===== src/rtl/clksw_pkg.sv =====
package clksw_pkg;

    typedef enum logic [1:0] {
        ST_INTERNAL  = 2'd0,
        ST_HALT_WAIT = 2'd1,
        ST_RESUME    = 2'd2,
        ST_EXT_RUN   = 2'd3
    } clksw_state_e;

    typedef struct packed {
        clksw_state_e state;
        logic         out_dis;
        logic         slow_resume;
    } clksw_regs_t;

    localparam int EXT_EN_BIT  = 0;
    localparam int OUT_DIS_BIT = 1;
    localparam int SLOW_BIT    = 7;

endpackage


===== src/rtl/clksw_sync.sv =====
module clksw_sync #(
    parameter int STAGES = 2
) (
    input  logic clk_i,
    input  logic rst_n_i,
    input  logic d_i,
    output logic q_o
);
    logic [STAGES-1:0] chain_q;

    generate
        if (STAGES == 1) begin : g_one
            always_ff @(posedge clk_i or negedge rst_n_i) begin
                if (!rst_n_i) chain_q <= '0;
                else          chain_q <= d_i;
            end
        end else begin : g_many
            always_ff @(posedge clk_i or negedge rst_n_i) begin
                if (!rst_n_i) chain_q <= '0;
                else          chain_q <= {chain_q[STAGES-2:0], d_i};
            end
        end
    endgenerate

    assign q_o = chain_q[STAGES-1];
endmodule


===== src/rtl/clksw_dly_cnt.sv =====
module clksw_dly_cnt #(
    parameter int WIDTH = 16
) (
    input  logic             clk_i,
    input  logic             rst_n_i,
    input  logic             load_i,
    input  logic [WIDTH-1:0] load_val_i,
    output logic             done_o
);
    logic [WIDTH-1:0] cnt_d, cnt_q;

    always_comb begin
        cnt_d = cnt_q;
        if (load_i)            cnt_d = load_val_i;
        else if (cnt_q != '0)  cnt_d = cnt_q - 1'b1;
    end

    always_ff @(posedge clk_i or negedge rst_n_i) begin
        if (!rst_n_i) cnt_q <= '0;
        else          cnt_q <= cnt_d;
    end

    assign done_o = (cnt_q == '0);
endmodule


===== src/rtl/clksw_seq.sv =====
module clksw_seq
    import clksw_pkg::*;
#(
    parameter int SHORT_DLY   = 768,
    parameter int LONG_DLY    = 24000,
    parameter int SYNC_STAGES = 2
) (
    input  logic       clk_i,
    input  logic       rst_n_i,
    input  logic       cfg_wr_i,
    input  logic [7:0] cfg_wdata_i,
    input  logic       xtal_stable_i,
    input  logic       wake_i,
    input  logic       xtalin_pin_i,
    output logic       int_osc_en_o,
    output logic       ext_osc_en_o,
    output logic       chip_clk_en_o,
    output logic       cpu_run_o,
    output logic       xtalout_oe_o,
    output logic       xtalin_gpio_o
);
    localparam int CNT_W = $clog2(LONG_DLY + 1);

    clksw_regs_t      regs_d, regs_q;
    logic             stable_s;
    logic             cnt_load;
    logic             cnt_done;
    logic [CNT_W-1:0] cnt_val;
    logic             unused_wbits;

    assign unused_wbits = ^cfg_wdata_i[6:2];

    clksw_sync #(.STAGES(SYNC_STAGES)) u_sync (
        .clk_i   (clk_i),
        .rst_n_i (rst_n_i),
        .d_i     (xtal_stable_i),
        .q_o     (stable_s)
    );

    // Resume length picked by the stored delay-select bit at clock restart
    assign cnt_val = regs_q.slow_resume ? CNT_W'(LONG_DLY - 1) : CNT_W'(SHORT_DLY - 1);

    clksw_dly_cnt #(.WIDTH(CNT_W)) u_dly (
        .clk_i      (clk_i),
        .rst_n_i    (rst_n_i),
        .load_i     (cnt_load),
        .load_val_i (cnt_val),
        .done_o     (cnt_done)
    );

    always_comb begin
        regs_d   = regs_q;
        cnt_load = 1'b0;
        if (cfg_wr_i) begin
            regs_d.out_dis     = cfg_wdata_i[OUT_DIS_BIT];
            regs_d.slow_resume = cfg_wdata_i[SLOW_BIT];
        end
        unique case (regs_q.state)
            ST_INTERNAL: begin
                if (cfg_wr_i && cfg_wdata_i[EXT_EN_BIT]) regs_d.state = ST_HALT_WAIT;
            end
            ST_HALT_WAIT: begin
                if (stable_s) begin
                    regs_d.state = ST_RESUME;
                    cnt_load     = 1'b1;
                end
            end
            ST_RESUME: begin
                if (cnt_done) regs_d.state = ST_EXT_RUN;
            end
            ST_EXT_RUN: begin
                if (wake_i) regs_d.state = ST_INTERNAL;
            end
            default: regs_d.state = ST_INTERNAL;
        endcase
    end

    always_ff @(posedge clk_i or negedge rst_n_i) begin
        if (!rst_n_i) begin
            regs_q.state       <= ST_INTERNAL;
            regs_q.out_dis     <= 1'b0;
            regs_q.slow_resume <= 1'b0;
        end else begin
            regs_q <= regs_d;
        end
    end

    always_comb begin
        int_osc_en_o  = (regs_q.state == ST_INTERNAL);
        ext_osc_en_o  = !int_osc_en_o;
        chip_clk_en_o = (regs_q.state != ST_HALT_WAIT);
        cpu_run_o     = (regs_q.state == ST_INTERNAL) || (regs_q.state == ST_EXT_RUN);
        xtalout_oe_o  = int_osc_en_o && !regs_q.out_dis;
        xtalin_gpio_o = int_osc_en_o && xtalin_pin_i;
    end
endmodule


===== config.mk =====
export PLATFORM = sky130hd
export DESIGN_NAME = clksw_seq
export DESIGN_NICKNAME = d
export VERILOG_FILES = /design/src/rtl/clksw_pkg.sv /design/src/rtl/clksw_sync.sv /design/src/rtl/clksw_dly_cnt.sv /design/src/rtl/clksw_seq.sv
export SDC_FILE = /design/constraint.sdc
export NUM_CORES = 1
export LEC_CHECK = 0
export ABC_CLOCK_PERIOD_IN_PS = 2300
export BUFFER_PORTS_ARGS = -buffer_cell sky130_fd_sc_hd__buf_2
export CORE_MARGIN = 2
export CORE_UTILIZATION = 54
export CTS_CLUSTER_DIAMETER = 150
export DETAILED_ROUTE_END_ITERATION = 8
export PLACE_DENSITY = 0.86
export SLEW_MARGIN = 20
export SYNTH_ARGS = -nofsm -noshare
export SYNTH_HDL_FRONTEND = slang
export SYNTH_SLANG_ARGS = --single-unit

===== constraint.sdc =====
create_clock -name clk_i -period 2.3 [get_ports clk_i]
set_clock_uncertainty 0.1 [all_clocks]
set_input_delay 0.345 -clock clk_i [delete_from_list [all_inputs] [get_ports clk_i]]
set_output_delay 0.345 -clock clk_i [all_outputs]
set_load 0.005 [all_outputs]

======== Yosys cells after proc, flatten, opt, wreduce, memory -nomap -nowiden ========
Cells that the tools add are included.
word-level totals
  logic and storage cells ................. 35
  ROM bits ................................ 0
  register bits ........................... 21
  memories ................................ 0
  latch bits .............................. 0
  memory bits (writable) .................. 0
  bits of input ports ..................... 14
  output and inout port bits .............. 6
cells by class
  muxes and demuxes ....................... 10
  add/subtract/negate cells ............... 1
  magnitude comparators ................... 0
  shifts and indexed selects .............. 0
  bitwise logic cells ..................... 0
  $mul .................................... 0
  div/mod/pow operators ................... 0
  eq/ne operators ......................... 8
  reduce and logical (&&, ||, !) cells .... 11
operator list
  kind                                                                   number
  15-bit 2-to-1 mux                                                      3
  15-bit logical NOT                                                     1
  15-bit nonzero test                                                    1
  15-bit by 1-bit subtractor with 15-bit output, second input constant   1
  2-bit 2-to-1 mux                                                       4
  2-bit one-hot mux with 4 select lines                                  1
  2-bit by 1-bit != test with 1-bit output, second input constant        3
  2-bit equality test, second input constant                             2
  2-bit != test, second input constant                                   2
  4-bit AND reduction                                                    1
  1-bit logical AND                                                      3
  2-bit by 1-bit equality test with 1-bit output, second input constant  1
  1-bit logical NOT                                                      2
  2-bit logical NOT                                                      1
  1-bit 2-to-1 mux                                                       2
  2-bit nonzero test                                                     1
  1-bit logical OR                                                       1

======== Logic depth before layout (Yosys ltp) ========
Gate-level depths: netlist (run 1).
  depth in word-level cells ............... 3
  mapped depth ............................ 7
  mapped depth without buffers ............ 6

======== Cells and area by module ========
Synthesis (run 1) repeated with hierarchy kept, for this count alone.
unflattened totals
  cell total of the unflattened synthesis .. 112
  area, all modules ....................... 1,188.6 um^2
by module, submodules not included
  module         seq. area each (um^2)  cells each  area each (um^2)  times used
  clksw_dly_cnt  375.4                  79          829.5             1
  clksw_seq      100.1                  31          309.0             1
  clksw_sync     50.0                   2           50.0              1

======== Least setup slack after synthesis (run 1) ========
Ideal clock, no wire load.
  path type ............................... reg2reg
  start point ............................. register u_dly.cnt_q[0]
  end point ............................... register u_dly.cnt_q[13]
  buffers on the path ..................... 1
  data arrival time ....................... 1,710 ps
  cell stages (with the launch flop) ...... 8
  clock period less this slack ............ 1,888 ps
  setup time .............................. 77 ps
  slack ................................... 412 ps
  required time ........................... 2,123 ps
  cell sequence ........................... dfrtp_1 > inv_1 > ha_1 > nor2b_1 > buf_2 > and4_1 > or4_1 > a21oi_1
between the ends
  word-level cells in the longest chain between the ends .. 3
  elaborated cells between the ends (all ways) .. 5
  those cells by class .................... add/sub (1); mux (2); reduce/logical (2)
ends and longest elaborated chain
  item                                           line                 text
  from (decl)                                    clksw_dly_cnt.sv:10  logic [WIDTH-1:0] cnt_d, cnt_q;
  from (signal assigned)                         clksw_dly_cnt.sv:20  else cnt_q <= cnt_d;
  15-bit by 1-bit subtractor with 15-bit output  clksw_dly_cnt.sv:15  else if (cnt_q != '0) cnt_d = cnt_q - 1'b1;
  15-bit 2-to-1 mux                              clksw_dly_cnt.sv:15
  15-bit 2-to-1 mux                              clksw_dly_cnt.sv:14  if (load_i) cnt_d = load_val_i;
Several ways; a longest one is shown, not always the timed one. The select of a mux whose other input is x is not followed.
A chain may end at the register's enable or synchronous reset.

======== Final worst setup path (run 1) ========
  start point ............................. register u_dly.cnt_q[0]
  end point ............................... register regs_q[3]
between the ends
  word-level cells in the longest chain between the ends .. 3
ends and longest elaborated chain
  item                           line                 text
  15-bit logical NOT             clksw_dly_cnt.sv:23  assign done_o = (cnt_q == '0);
  2-bit != test (no line)        --
  4-bit AND reduction (no line)  --
  to (signal assigned)           clksw_seq.sv:84      regs_q <= regs_d;
  to (decl)                      clksw_seq.sv:24      clksw_regs_t regs_d, regs_q;
Every way passes these cells.

==> metrics.md, run 1 <==
| Metric | Value |
|---|---|
| Actual slew at the worst max-slew pin | `0.530 ns` |
| Setup-failing EPs final | `0` |
| Area after DPL | `0.00123 mm^2` |
| Largest net degree at the start of global routing | `22` |
| Hold Crit Class | `in -> reg` |
| Top Metal Used | `met4` |
| Worst-skew pair later-pin latency | `0.30 ns` |
| DIE AREA | `0.00251 mm^2` |
| Vias in the first global route | `884` |
| CP max FO | `7` |
| Routed vias/inst | `5.93` |
| Initial antenna violation count | `0` |
| Final Max Tran Viols | `0` |
| CTS clk-pin slew, worst paths | `0.11 ns` |
| Vias | `948` |
| Final core occ | `0.643` |
| Final worst-path cycle share | `0.896` |
| Synth Net Count | `136` |
| Leakage | `0.000572 uW` |
| Area contributors post-synth | `dfrtp_1, ha_1, nand2_1, a21oi_1, inv_1` |
| I/O Pins | `20` |
| Tmin final | `2.06 ns` |
| Cell count after synthesis | `117` |
| Asr flop ratio synth | `1.00` |
| Drt drc | `0` |
| Flop-to-flop setup slack | `0.24 ns` |
| WL met3 | `108 um` |
| Die W | `50.1 um` |
| RePlAce Congestion | `0.908` |
| Initial core utilization | `0.580` |
| Synthesized flop and latch total | `21` |
| Buffers on Ports | `14` |
| Setup_tns | `0 ns` |
| Reg2Reg Launch Point | `u_dly.cnt_q[0]$_DFFE_PN0P_` |
| Setup ws final | `0.238 ns` |
| CTS Buf Count | `3` |
| # Post-CTS Setup Buffers | `0` |
| Ant diodes | `0` |
| Nets | `153` |
| Cells on worst reg2reg path | `6` |
| RSZ-0062 raised after global routing | `false` |
| H-tree levels | `1` |
| Register area share after synthesis | `0.458` |
| Die Y | `50.1 um` |
| P&R area growth vs syn | `11.0%` |
| First-pass GRT wire length | `3990 um` |
| WL met1 | `1020 um` |
| Routed Antenna Nets | `0` |
| Leading area contributor after synthesis | `dfrtp_1` |
| GRT Util Overall | `0.208` |
| Worst slew margin | `0.644` |
| Cell count of the worst hold path | `1` |
| CP arrival | `2.19 ns` |
| Initial DRC count | `32` |
| Synth warn | `0` |
| Setup CP Type | `reg -> reg` |
| Mean Syn Cell Area | `9.82 um^2` |
| Routed len/inst | `14.3 um` |
| Final Hold Vio Count | `0` |
| Hpwl dp | `1680 um` |
| Setup crit end kind | `flop` |
| Ys flop type | `dfrtp_1` |
| Fin area | `0.00127 mm^2` |
| Pre-CTS WS | `0.253 ns` |
| WP data required | `2.43 ns` |
| Hold Crit Start | `xtal_stable_i` |
| Syn Std Cell Area | `0.00115 mm^2` |
| Area of the core | `0.00198 mm^2` |
| CTS root buf | `clkbuf_4` |
| Routed met2 length | `1120 um` |
| Drt total wl | `2280 um` |
| Peak Freq | `485 MHz` |
| DRT Pass-1 Iters | `4` |
| Sink Count | `21` |
| Power density over the cells | `1090 mW/mm^2` |
| Num rows | `16` |
| Overflow left after global routing | `0` |
| Peak supply drop | `0.665 mV` |
| Proportion of layout cells with a drive suffix above 1 | `0.195` |
| Netlist cell types | `40` |
| Synth top area share | `0.458` |
| Hold worst-path end | `u_sync.chain_q[0]$_DFF_PN0_` |
| Status | `completed` |
| Longest Clk Path Bufs | `2` |
| Worst R2R End | `regs_q[3]$_DFFE_PN0P_` |
| Max-Cap Viols | `0` |
| Critical Path Start Type | `flop` |
| CTS tree | `built` |
| Number of synthesized flops with an enable pin | `0` |
## per-stage QoR
step	total power, uW	cells	hold slack (ns)
after detailed placement	1210	155	0.226
after floorplan	1030	117	-0.0506
final	1380	160	0.0358
after global routing	1520	160	0.0223
after CTS	1390	160	0.0345
after global placement	1170	155	0.218
## state kept, by name, summed over array words and instances, names as in the netlist
| register | count |
|---|---|
| regs_q | 4 |
| u_dly.cnt_q | 15 |
| u_sync.chain_q | 2 |
## area by class of cell
| type | instances | area (um^2) |
|---|---|---|
| Clock buffer | 3 | 22.5 |
| Clock inverter | 1 | 5.00 |
| Fill cell | 168 | 707 |
| Inverter | 8 | 30.0 |
| Multi-Input combinational cell | 84 | 571 |
| Sequential cell | 21 | 526 |
| Tap cell | 27 | 33.8 |
| Timing Repair Buffer | 16 | 87.6 |
## cells in the final DEF (no fill, tap or decap), types with 2 or more instances in the layout
cell type / netlist / routed
inv_1: 8 / 8
nor2_1: 8 / 8
clkbuf_4: 0 / 3
buf_2: 1 / 14
a21oi_1: 6 / 6
and3_1: 3 / 3
o31ai_1: 2 / 2
o21ai_0: 5 / 5
ha_1: 5 / 5
nor4_1: 2 / 2
nand2_1: 9 / 9
nand3_1: 2 / 2
and2_1: 3 / 3
and4_1: 2 / 2
a31oi_1: 4 / 4
dfrtp_1: 21 / 21
nand4_1: 3 / 3
o21ai_1: 4 / 4
mux2_2: 2 / 2
xor2_1: 2 / 2
nor3_1: 5 / 5
## synthesized netlist by cell type, types with 2 or more instances
cell     number
nand3_1       2
nand2_1       9
a31oi_1       4
dfrtp_1      21
ha_1          5
and3_1        3
o21ai_1       4
mux2_2        2
and2_1        3
inv_1         8
nor3_1        5
o31ai_1       2
a21oi_1       6
xor2_1        2
and4_1        2
nor4_1        2
o21ai_0       5
nand4_1       3
nor2_1        8
## routing by layer
metal	track usage	up-vias
li1	-	460
met1	0.277	452
met2	0.346	28
met3	0.0394	8
met4	0.0509	0
met5	0	-
## what timing repair did
| action | 4_1_cts | 5_1_grt |
|---|---|---|
| endpoints found under the setup margin | 0 | 6 |
| hold buffers | 1 | 0 |
| hold endpoints to repair | 21 | 0 |
| gates resized for setup | 0 | 1 |
## cell families (layout without fill, tap and decap cells)
family | Yosys count | count (layout) | share of synthesized area
compound gates | 26 | 26 | 0.143
xor+xnor | 3 | 3 | 0.0229
fa+ha+maj | 5 | 5 | 0.0545
buf+inv | 12 | 28 | 0.0479
flops | 21 | 21 | 0.458
mux | 3 | 3 | 0.0283
simple gates | 47 | 47 | 0.246
## power by group
group	internal, uW	total (uW)	switching [uW]
registers	503	672	169
clock network	64.9	178	113
logic	256	535	278
## worst max-delay path by stage
stage	startpoint	to	slack (ns)	cells after the start
after global placement	u_dly.cnt_q[0]$_DFFE_PN0P_	u_dly.cnt_q[4]$_DFFE_PN0P_	0.28	6
after CTS	u_dly.cnt_q[0]$_DFFE_PN0P_	u_dly.cnt_q[4]$_DFFE_PN0P_	0.20	6
after detailed placement	u_dly.cnt_q[0]$_DFFE_PN0P_	u_dly.cnt_q[4]$_DFFE_PN0P_	0.25	6
final	u_dly.cnt_q[0]$_DFFE_PN0P_	regs_q[3]$_DFFE_PN0P_	0.24	6
after floorplan	u_dly.cnt_q[0]$_DFFE_PN0P_	u_dly.cnt_q[13]$_DFFE_PN0P_	0.41	7
after global routing	u_dly.cnt_q[0]$_DFFE_PN0P_	regs_q[3]$_DFFE_PN0P_	0.01	6
## critical path, stage by stage (launching register included)
cell and delay, ns:
dfrtp_1 0.42, inv_1 0.08, ha_1 0.25, nor4b_1 0.27
nand4_1 0.22, a221oi_2 0.38, mux2i_1 0.25
Power figures use the tool's default switching activity.
==> inputs of run 2 (changes only) <==
PLACE_DENSITY = 0.77   (was 0.86)
==> run 2 against run 1 <==
Maximum frequency down 1.3%; largest power group unchanged; sequential cell count unchanged; first-iteration DRC count up 47%; global-route usage down 1.1 points; sequential share of layout area down 0.20 points; final cell count unchanged.
==> metrics.md, run 2 (synthesis results as in run 1) <==
| Metric | Value |
|---|---|
| Status | `completed` |
| Top delay family on crit path | `simple AND/OR/NAND/NOR gates` |
| Worst-skew pair later-pin latency | `0.30 ns (about the same)` |
| Nets | `153 (unchanged)` |
| Tmin final | `2.09 ns (+0.0275 ns)` |
| Final core occ | `0.646 (+0.00316)` |
| Routed Antenna Nets | `0 (unchanged)` |
| Switch Pwr | `575 uW (+2.6%)` |
| Routed vias/inst | `6.16 (+3.9%)` |
| Setup CP Type | `reg -> reg` |
| # Post-CTS Setup Buffers | `0 (unchanged)` |
| CP max FO | `7 (unchanged)` |
| Pre-CTS WS | `0.219 ns (-0.0340 ns)` |
| Proportion of layout cells with a drive suffix above 1 | `0.203 (+0.00752)` |
| Power density over the cells | `1100 mW/mm^2 (+0.91%)` |
| Switching Fraction | `0.410 (+0.00487)` |
| Overflow left after global routing | `0 (unchanged)` |
| RePlAce Congestion | `0.892 (-1.7%)` |
| Initial DRC count | `47 (+47%)` |
| P&R area growth vs syn | `11.5%` |
| Clock Power Share | `0.129 (about the same)` |
| Hpwl dp | `1690 um (+1.1%)` |
| Final worst-path cycle share | `0.908 (+0.0120)` |
| Ant diodes | `0 (unchanged)` |
| Sequential power share | `0.481 (-0.005)` |
| RSZ-0062 raised after global routing | `false` |
| Cell-internal power | `829 uW (+0.58%)` |
| Setup ws final | `0.211 ns (-0.0275 ns)` |
| Register Area | `526 um^2 (unchanged)` |
| Num rows | `16 (unchanged)` |
| Worst path slowest cell | `dfrtp_1` |
| Worst slew margin | `0.643 (about the same)` |
| CTS Buf Count | `3 (unchanged)` |
| DRT Pass-1 Iters | `4 (unchanged)` |
| Critical Path Start Type | `flop` |
| Final Hold Vio Count | `0 (unchanged)` |
| Most used cells in the layout excluding fill and tap cells | `dfrtp_1, buf_2, nand2_1` |
| Die Y | `50.1 um (unchanged)` |
| Largest Register | `u_dly.cnt_q` |
| H-tree levels | `1 (unchanged)` |
| Largest regs | `u_dly.cnt_q: 15 flops, regs_q: 4 flops, u_sync.chain_q: 2 flops` |
| Max reg flops | `15 (unchanged)` |
| Vias | `985 (+3.9%)` |
| Initial core utilization | `0.580 (unchanged)` |
| Crit-path cells | `inv_1 -> ha_1 -> nor4b_2 -> nand4_1 -> a221oi_2 -> mux2i_1` |
| Multi-input gate area | `577 um^2 (+1.1%)` |
| Power share of the combinational group | `0.390 (+0.004)` |
| Longest Clk Path Bufs | `2 (unchanged)` |
| Slowest stage delay, CP | `0.44 ns (+0.02 ns)` |
| Setup crit end kind | `flop` |
| Final Max Tran Viols | `0 (unchanged)` |
| WP buf/inv | `1 (unchanged)` |
| Leading cell type in the layout, fill and taps excluded | `dfrtp_1` |
| Drt total wl | `2340 um (+2.8%)` |
| Setup_tns | `0 ns (unchanged)` |
| CTS tree | `built` |
| Largest net degree at the start of global routing | `22 (unchanged)` |
| Buffers on Ports | `14 (unchanged)` |
| Filler instances | `153 (-8.9%)` |
| I/O Pins | `20 (unchanged)` |
| Vias in the first global route | `865 (-2.1%)` |
| Initial antenna violation count | `0 (unchanged)` |
| CTS clk-pin slew, worst paths | `0.12 ns (about the same)` |
| Fin cells | `160 (unchanged)` |
| GRT Util Overall | `0.197 (-0.0107)` |
| Drt drc | `0 (unchanged)` |
| Max-Cap Viols | `0 (unchanged)` |
| Setup-failing EPs final | `0 (unchanged)` |
| CTS root buf | `clkbuf_4` |
| DIE AREA | `0.00251 mm^2 (unchanged)` |
| Leakage | `0.000573 uW (+0.16%)` |
| WP data required | `2.43 ns (about the same)` |
| Peak supply drop | `0.678 mV (+2.0%)` |
| First-pass GRT wire length | `3850 um (-3.5%)` |
| Routed len/inst | `14.7 um (+2.8%)` |
| Sink Count | `21 (unchanged)` |
| CP arrival | `2.22 ns (+0.03 ns)` |
| Die W | `50.1 um (unchanged)` |
| Actual slew at the worst max-slew pin | `0.531 ns (+0.000920 ns)` |
| Area of the core | `0.00198 mm^2 (unchanged)` |
| Placed cell count | `155 (unchanged)` |
| Hold Crit Class | `in -> reg` |
| Peak Freq | `479 MHz (-1.3%)` |
run 2: cell counts in the layout (fill, tap and decap cells not counted):
No cell type changed its count.
run 2: worst paths after layout:
path                                        startpoint  cells after the start  slack, ns                     endpoint
max in group asynchronous                      rst_n_i                      2       1.38  u_dly.cnt_q[10]$_DFFE_PN0P_
max                         u_dly.cnt_q[0]$_DFFE_PN0P_                      6       0.21        regs_q[3]$_DFFE_PN0P_
min reg2reg                u_sync.chain_q[0]$_DFF_PN0_                      0       0.27  u_sync.chain_q[1]$_DFF_PN0_
min                                      xtal_stable_i                      1       0.04  u_sync.chain_q[0]$_DFF_PN0_
min in group asynchronous                      rst_n_i                      2       0.41  u_dly.cnt_q[14]$_DFFE_PN0P_
max reg2reg                 u_dly.cnt_q[0]$_DFFE_PN0P_                      6       0.21        regs_q[3]$_DFFE_PN0P_
run 2: per-layer routing:
layer	GRT usage	vias up	share of wire
met2	0.333	42	0.51
met4	0.0648	0	0.0013
li1	-	460	-
met1	0.256	481	0.42
met3	0.0303	2	0.066
met5	0	-	0
run 2: layout make-up:
class / count / share of cell area
Inverter: 8 / 0.0234
Tap cell: 27 / 0.0264
Sequential cell: 21 / 0.410
Multi-Input combinational cell: 84 / 0.450
Clock buffer: 3 / 0.0176
Clock inverter: 1 / 0.00391
Timing Repair Buffer: 16 / 0.0684
run 2: power by group through the flow:
| stage | Sequential, uW | Clock [uW] | Combinational [uW] |
|---|---|---|---|
| 3_5_place_dp | 671 | 0 | 541 |
| 2_1_floorplan | 629 | 0 | 406 |
| 5_1_grt | 691 | 202 | 615 |
| 4_1_cts | 663 | 186 | 546 |
| 3_3_place_gp | 660 | 0 | 510 |
| 6_report | 675 | 181 | 548 |
run 2: timing repair:
action	4_1_cts	5_1_grt
hold endpoints to repair	21	0
resized for setup	0	2
setup endpoints to repair	0	6
hold buffers	1	0
run 2: through the flow:
step / power (uW) / hold slack [ns] / instance area [um^2]
global route: 1510 / 0.00928 / 1280
finish: 1400 / 0.0354 / 1280
CTS: 1390 / 0.0290 / 1270
detailed placement: 1210 / 0.224 / 1230
floorplan: 1030 / -0.0506 / 1150
global placement: 1170 / 0.226 / 1230
